<file path="src/rtl/lcd_sync_pkg.sv">
package lcd_sync_pkg;

    localparam int LCD_HFW = 10;
    localparam int LCD_VFW = 10;
    localparam int LCD_DFW = 8;

    typedef enum logic {
        GEN_IDLE = 1'b0,
        GEN_RUN  = 1'b1
    } gen_state_e;

    typedef struct packed {
        logic [LCD_DFW-1:0] div;
        logic               bypass;
        logic [LCD_HFW-1:0] h_act_m1;
        logic [LCD_HFW-1:0] h_fp_m1;
        logic [LCD_HFW-1:0] h_sw_m1;
        logic [LCD_HFW-1:0] h_bp_m1;
        logic [LCD_VFW-1:0] v_act_m1;
        logic [LCD_VFW-1:0] v_fp;
        logic [LCD_VFW-1:0] v_sw_m1;
        logic [LCD_VFW-1:0] v_bp;
        logic               hs_inv;
        logic               vs_inv;
    } timing_cfg_t;

endpackage

</file>
<file path="src/rtl/lcd_pclk_div.sv">
module lcd_pclk_div #(
    parameter int DFW = 8
) (
    input  logic           clk,
    input  logic           rst,
    input  logic           run,
    input  logic [DFW-1:0] div,
    input  logic           bypass,
    output logic           ce
);
    localparam int CNTW = DFW + 1;

    logic [CNTW-1:0] tick_q;
    logic [CNTW-1:0] last_tick;

    // period of 2*(div+1) clocks: last tick index is 2*div+1
    assign last_tick = {div, 1'b1};
    assign ce = run && (bypass || (tick_q == last_tick));

    always_ff @(posedge clk) begin
        if (rst || !run || ce) begin
            tick_q <= '0;
        end else begin
            tick_q <= tick_q + CNTW'(1);
        end
    end
endmodule

</file>
<file path="src/rtl/lcd_axis_cnt.sv">
module lcd_axis_cnt #(
    parameter int FW       = 10,
    parameter bit PORCH_M1 = 1'b1
) (
    input  logic          clk,
    input  logic          rst,
    input  logic          clr,
    input  logic          step,
    input  logic [FW-1:0] act_m1,
    input  logic [FW-1:0] fp,
    input  logic [FW-1:0] sw_m1,
    input  logic [FW-1:0] bp,
    output logic [FW+1:0] pos,
    output logic          wrap,
    output logic          in_act,
    output logic          in_sync
);
    localparam int CW = FW + 2;

    logic [CW-1:0] fp_len;
    logic [CW-1:0] bp_len;
    logic [CW-1:0] sync_start;
    logic [CW-1:0] sync_end;
    logic [CW-1:0] last_pos;
    logic [CW-1:0] pos_q;

    generate
        if (PORCH_M1) begin : g_porch_m1
            assign fp_len = CW'(fp) + CW'(1);
            assign bp_len = CW'(bp) + CW'(1);
        end else begin : g_porch_direct
            assign fp_len = CW'(fp);
            assign bp_len = CW'(bp);
        end
    endgenerate

    assign sync_start = CW'(act_m1) + CW'(1) + fp_len;
    assign sync_end   = sync_start + CW'(sw_m1) + CW'(1);
    assign last_pos   = sync_end + bp_len - CW'(1);

    assign wrap    = step && (pos_q == last_pos);
    assign in_act  = pos_q <= CW'(act_m1);
    assign in_sync = (pos_q >= sync_start) && (pos_q < sync_end);
    assign pos     = pos_q;

    always_ff @(posedge clk) begin
        if (rst || clr) begin
            pos_q <= '0;
        end else if (step) begin
            pos_q <= wrap ? '0 : pos_q + CW'(1);
        end
    end
endmodule

</file>
<file path="src/rtl/lcd_sync_gen.sv">
module lcd_sync_gen
    import lcd_sync_pkg::*;
(
    input  logic               clk,
    input  logic               rst,
    input  logic               pwr_en,
    input  logic [LCD_DFW-1:0] div_val,
    input  logic               div_bypass,
    input  logic [LCD_HFW-1:0] h_act_m1,
    input  logic [LCD_HFW-1:0] h_fp_m1,
    input  logic [LCD_HFW-1:0] h_sw_m1,
    input  logic [LCD_HFW-1:0] h_bp_m1,
    input  logic [LCD_VFW-1:0] v_act_m1,
    input  logic [LCD_VFW-1:0] v_fp,
    input  logic [LCD_VFW-1:0] v_sw_m1,
    input  logic [LCD_VFW-1:0] v_bp,
    input  logic               hs_inv,
    input  logic               vs_inv,
    output logic               pix_ce,
    output logic               hsync,
    output logic               vsync,
    output logic               de,
    output logic [LCD_HFW+1:0] pix_x,
    output logic [LCD_VFW+1:0] line_y,
    output logic               busy
);
    gen_state_e  state_q;
    timing_cfg_t live_cfg;
    timing_cfg_t shd;
    logic        running;
    logic        h_wrap, h_act, h_sync;
    logic        v_wrap, v_act, v_sync;
    logic        frame_end;
    logic        load_shd;

    always_comb begin
        live_cfg.div      = div_val;
        live_cfg.bypass   = div_bypass;
        live_cfg.h_act_m1 = h_act_m1;
        live_cfg.h_fp_m1  = h_fp_m1;
        live_cfg.h_sw_m1  = h_sw_m1;
        live_cfg.h_bp_m1  = h_bp_m1;
        live_cfg.v_act_m1 = v_act_m1;
        live_cfg.v_fp     = v_fp;
        live_cfg.v_sw_m1  = v_sw_m1;
        live_cfg.v_bp     = v_bp;
        live_cfg.hs_inv   = hs_inv;
        live_cfg.vs_inv   = vs_inv;
    end

    assign running   = (state_q == GEN_RUN);
    assign frame_end = v_wrap;
    assign load_shd  = pwr_en && (!running || frame_end);

    always_ff @(posedge clk) begin
        if (rst) begin
            state_q <= GEN_IDLE;
            shd     <= '0;
        end else begin
            if (load_shd) begin
                shd <= live_cfg;
            end
            case (state_q)
                GEN_IDLE: if (pwr_en) state_q <= GEN_RUN;
                GEN_RUN:  if (frame_end && !pwr_en) state_q <= GEN_IDLE;
                default:  state_q <= GEN_IDLE;
            endcase
        end
    end

    lcd_pclk_div #(.DFW(LCD_DFW)) u_div (
        .clk    (clk),
        .rst    (rst),
        .run    (running),
        .div    (shd.div),
        .bypass (shd.bypass),
        .ce     (pix_ce)
    );

    lcd_axis_cnt #(.FW(LCD_HFW), .PORCH_M1(1'b1)) u_hcnt (
        .clk     (clk),
        .rst     (rst),
        .clr     (!running),
        .step    (pix_ce),
        .act_m1  (shd.h_act_m1),
        .fp      (shd.h_fp_m1),
        .sw_m1   (shd.h_sw_m1),
        .bp      (shd.h_bp_m1),
        .pos     (pix_x),
        .wrap    (h_wrap),
        .in_act  (h_act),
        .in_sync (h_sync)
    );

    lcd_axis_cnt #(.FW(LCD_VFW), .PORCH_M1(1'b0)) u_vcnt (
        .clk     (clk),
        .rst     (rst),
        .clr     (!running),
        .step    (h_wrap),
        .act_m1  (shd.v_act_m1),
        .fp      (shd.v_fp),
        .sw_m1   (shd.v_sw_m1),
        .bp      (shd.v_bp),
        .pos     (line_y),
        .wrap    (v_wrap),
        .in_act  (v_act),
        .in_sync (v_sync)
    );

    assign busy  = running;
    assign de    = running && h_act && v_act;
    assign hsync = (running && h_sync) ^ shd.hs_inv;
    assign vsync = (running && v_sync) ^ shd.vs_inv;
endmodule

</file>
<file path="config.mk">
export PLATFORM = sky130hd
export DESIGN_NAME = lcd_sync_gen
export DESIGN_NICKNAME = d
export VERILOG_FILES = /design/src/rtl/lcd_sync_pkg.sv /design/src/rtl/lcd_pclk_div.sv /design/src/rtl/lcd_axis_cnt.sv /design/src/rtl/lcd_sync_gen.sv
export SDC_FILE = /design/constraint.sdc
export NUM_CORES = 1
export LEC_CHECK = 0
export BUFFER_PORTS_ARGS = -buffer_cell sky130_fd_sc_hd__buf_2
export CORE_MARGIN = 10
export CORE_UTILIZATION = 35
export DETAILED_ROUTE_END_ITERATION = 10
export PLACE_DENSITY_LB_ADDON = 0.2
export SYNTH_ARGS = -nofsm -noshare
export SYNTH_HDL_FRONTEND = slang
export SYNTH_SLANG_ARGS = --single-unit
</file>
<file path="constraint.sdc">
create_clock -name clk -period 11 [get_ports clk]
set_clock_uncertainty 0.2 [all_clocks]
set_input_delay 1.65 -clock clk [delete_from_list [all_inputs] [get_ports clk]]
set_output_delay 1.65 -clock clk [all_outputs]
set_load 0.05 [all_outputs]
</file>
==> results.md <==
- Final GP Congestion: between 0.8 and 0.9
- Vias in the first global route: about 8300
- Most used flip-flop cell after synthesis: dfxtp_1
- Post-layout total power: between 0.0015 and 0.002 W
- Seq/Total Area, Yosys: 24.1%
- Pin count of the biggest net entering global routing: 93
- Period minus WS final: 8.05 ns
- Avg WL per Cell: 15.8 um
- Most frequent cells in the layout: 162 x nor2_1, 153 x ha_1, 125 x dfxtp_1
- Pwr dens: around 160 nW/um2
- Clock Sinks: between 100 and 150
- Hold path start: shd[81]$_SDFFE_PP0P_
- Synth async-reset ratio: 0%
- Port bufs: roughly 120
- GRT Resource Usage Total: 15.0%
- Fillers: 3057
- Maximum vdd drop: 112 uV
- Post-CTS Setup Inserts: 0
- Outcome: completed
- Vias: 8397
- Yosys cell types: 66
- H-tree Lvls: 4
- Unrepaired setup endpoints after global routing: no
- Initial antenna violation count: 0
- Share of layout cells above drive strength 1: roughly an eighth
- Starting Density: 35.3%
- RR Startpoint: shd[32]$_SDFFE_PP0P_
- Worst Path Max Fanout: 53
- # IOs: 123
- Global-route wire length before repair: 44.3 mm
- Clk_lat worst skew: 0.44 ns
- Setup_tns: 0 ns
- Clock buffer depth: 2
- Grt ovf: 0
- Worst Path Required: 11.07 ns
- Endpoints failing hold: 0
- DRC errors left: 0
- # setup viols final: 0
- Setup CP Type: flip-flop to flip-flop
- TritonCTS Buffers: 17
- Max-slew violations: 0
- DR iter-0 viols: slightly below 300
- HP Class: flip-flop to flip-flop
- Hold EP: shd[81]$_SDFFE_PP0P_
- Reg2Reg Depth: 26
- FF-to-FF End: shd[63]$_SDFFE_PP0P_
- R2R setup slack: 2.95 ns
- Die ar.: about 37000 um2
- Post-Synthesis Cell Area: 10400 um2
- Layout Nets: 1579
- Detailed Routing Iterations Pass 1: 5
- FMAX: 124 MHz
- EDFF count, synth: 0
- Synth Instances: around 1200
- CTS tree: done
- #FFs+latches synth: ~130
- Slew headroom: 29.2%
- FF/Latch Area: 2500 um2
- Min-Delay Path Depth: 2
- Arr. time, crit path: 8.12 ns
- Die Width: roughly 190 um
- Critical Path Source Type: flip-flop
- Hold buffer count at cts: 0
- Setup crit end kind: flip-flop
- Measured slew at the worst slew-check pin: 1.06 ns
- Placed wire-length estimate: 21.1 mm
- Post-CTS resize count: 0
- Footprint of the multi-input gates: 7180 um2
- MaxCap Viol Count: 0
- Die span in y: 192 um
- Most common cell after layout, fill and taps aside: nor2_1
- Area Growth Syn to Fin: 14.1%
- Drt total wl: 27.4 mm
- Mapped Nets: approximately 1500
- Row count: 63
- Ys Warns: 0
- Clock-pin transition on the worst setup and hold timing paths: about 0.060 ns
- Final ANT Viol Nets: 0
- Fin crit share: 73.2%
- Root Buffer: clkbuf_16
- Mean Syn Cell Area: 8.57 um2
- N_diodes: 0
- Pleak: 5.45 nW
- Via-to-Cell Ratio: 4.86
- Total core area: 29500 um2
==> cell usage after synthesis (all sizes together) (4+ instances only) <==
library cell    n  area share, %
nor2          163            5.9
ha            153             18
dfxtp         125             24
inv           120            4.3
mux2i          94            9.2
xnor2          90            7.7
a21oi          53            2.6
xor2           52            4.4
nand3          43            2.1
nand2          37            1.3
o21ai          37            1.8
a21o           25            1.8
nor3           22            1.2
nand4          18            1.1
and3           16           0.96
clkbuf         16           0.58
nand2b         15           0.90
o21a           15            1.1
buf            14            2.1
nor2b           9           0.54
and2            8           0.48
o21bai          8           0.58
a211oi          7           0.60
a2111oi         6           0.57
fa              6            1.2
o211ai          6           0.43
a31oi           5           0.36
o31ai           5           0.36
nor4            4           0.30
o41ai           4           0.34
or3             4           0.24
==> per-layer routing <==
layer,wire [um],track usage [%],vias up
li1,-,-,4418
met4,313,4.14,0
met5,0,0,-
met2,13300,25.6,117
met3,1220,3.11,20
met1,12500,18.7,3842
==> cell type report <==
type	instances	share of cell area [%]
clock buffers	19	3.82
clock inverters	13	1.38
inverters	120	3.80
multi-input cells	938	60.5
flip-flops and latches	125	21.1
well taps	390	4.11
repair buffers	124	5.29
==> registers in the layout, summed over array words and instances (netlist names) <==
signal	count
busy	1
u_hcnt.pos	12
u_div.tick_q	9
shd	91
u_vcnt.pos	12
==> power breakdown <==
part / internal [W] / total (W) / switching, W
Combinational: 0.000347 / 0.000769 / 0.000422
Sequential: 0.000474 / 0.000496 / 0.0000218
Clock: 0.000370 / 0.000608 / 0.000239
Total: 0.00119 / 0.00187 / 0.000682
==> critical path, stage by stage, from the launching register on <==
cell	delay, ns
dfxtp_1	0.41
ha_1	0.28
ha_1	0.28
a21o_1	0.18
a21oi_1	0.28
o21bai_1	0.10
a21oi_1	0.18
xnor2_1	0.12
ha_1	0.26
o41ai_1	0.56
o21bai_1	0.18
a21o_1	0.21
a21oi_1	0.16
xor2_1	0.25
ha_1	0.19
inv_1	0.04
ha_1	0.31
xnor2_1	0.31
nor3_1	0.08
o21a_1	0.17
or4_1	0.52
a2111oi_2	0.44
and2_0	0.21
a41o_4	0.88
buf_4	0.69
mux2i_1	0.25
nor2_1	0.06
==> metrics by stage <==
stage / area [um2] / std cells / worst slack (ns) / hold slack, ns / utilization [%]
2_1_floorplan: 10400 / 1213 / 4.16 / 0.253 / -
4_1_cts: 11900 / 1729 / 2.93 / 0.302 / 40.2
5_1_grt: 11900 / 1729 / 2.30 / 0.323 / 40.2
6_report: 11900 / 1729 / 2.95 / 0.293 / 40.2
3_3_place_gp: 11200 / 1697 / 3.05 / 0.275 / 38.1
3_5_place_dp: 11200 / 1697 / 2.99 / 0.283 / 38.1
==> cells by family (layout without fill, tap and decap cells) <==
| kind of cell | after synthesis | count (layout) | share of synthesized area (%) |
|---|---|---|---|
| flip-flops | 125 | 125 | 24.1 |
| AO/OA/AOI/OAI | 191 | 191 | 12.2 |
| AND/OR/NAND/NOR | 351 | 351 | 15.9 |
| multiplexers | 94 | 94 | 9.17 |
| buffers and inverters | 150 | 276 | 7.02 |
| adder cells (fa/ha/maj) | 160 | 160 | 19.7 |
| XOR/XNOR | 142 | 142 | 12.0 |
==> worst max-delay path by stage <==
| stage | slack, ns | depth (start not counted) | to | from |
|---|---|---|---|---|
| 2_1_floorplan | 4.16 | 20 | vsync | shd[32]$_SDFFE_PP0P_ |
| 3_3_place_gp | 3.05 | 26 | shd[77]$_SDFFE_PP0P_ | shd[32]$_SDFFE_PP0P_ |
| 3_5_place_dp | 2.99 | 26 | shd[63]$_SDFFE_PP0P_ | shd[32]$_SDFFE_PP0P_ |
| 4_1_cts | 2.93 | 26 | shd[63]$_SDFFE_PP0P_ | shd[32]$_SDFFE_PP0P_ |
| 5_1_grt | 2.30 | 26 | shd[41]$_SDFFE_PP0P_ | shd[32]$_SDFFE_PP0P_ |
| 6_report | 2.95 | 26 | shd[63]$_SDFFE_PP0P_ | shd[32]$_SDFFE_PP0P_ |
(Power assumes the default switching activity.)
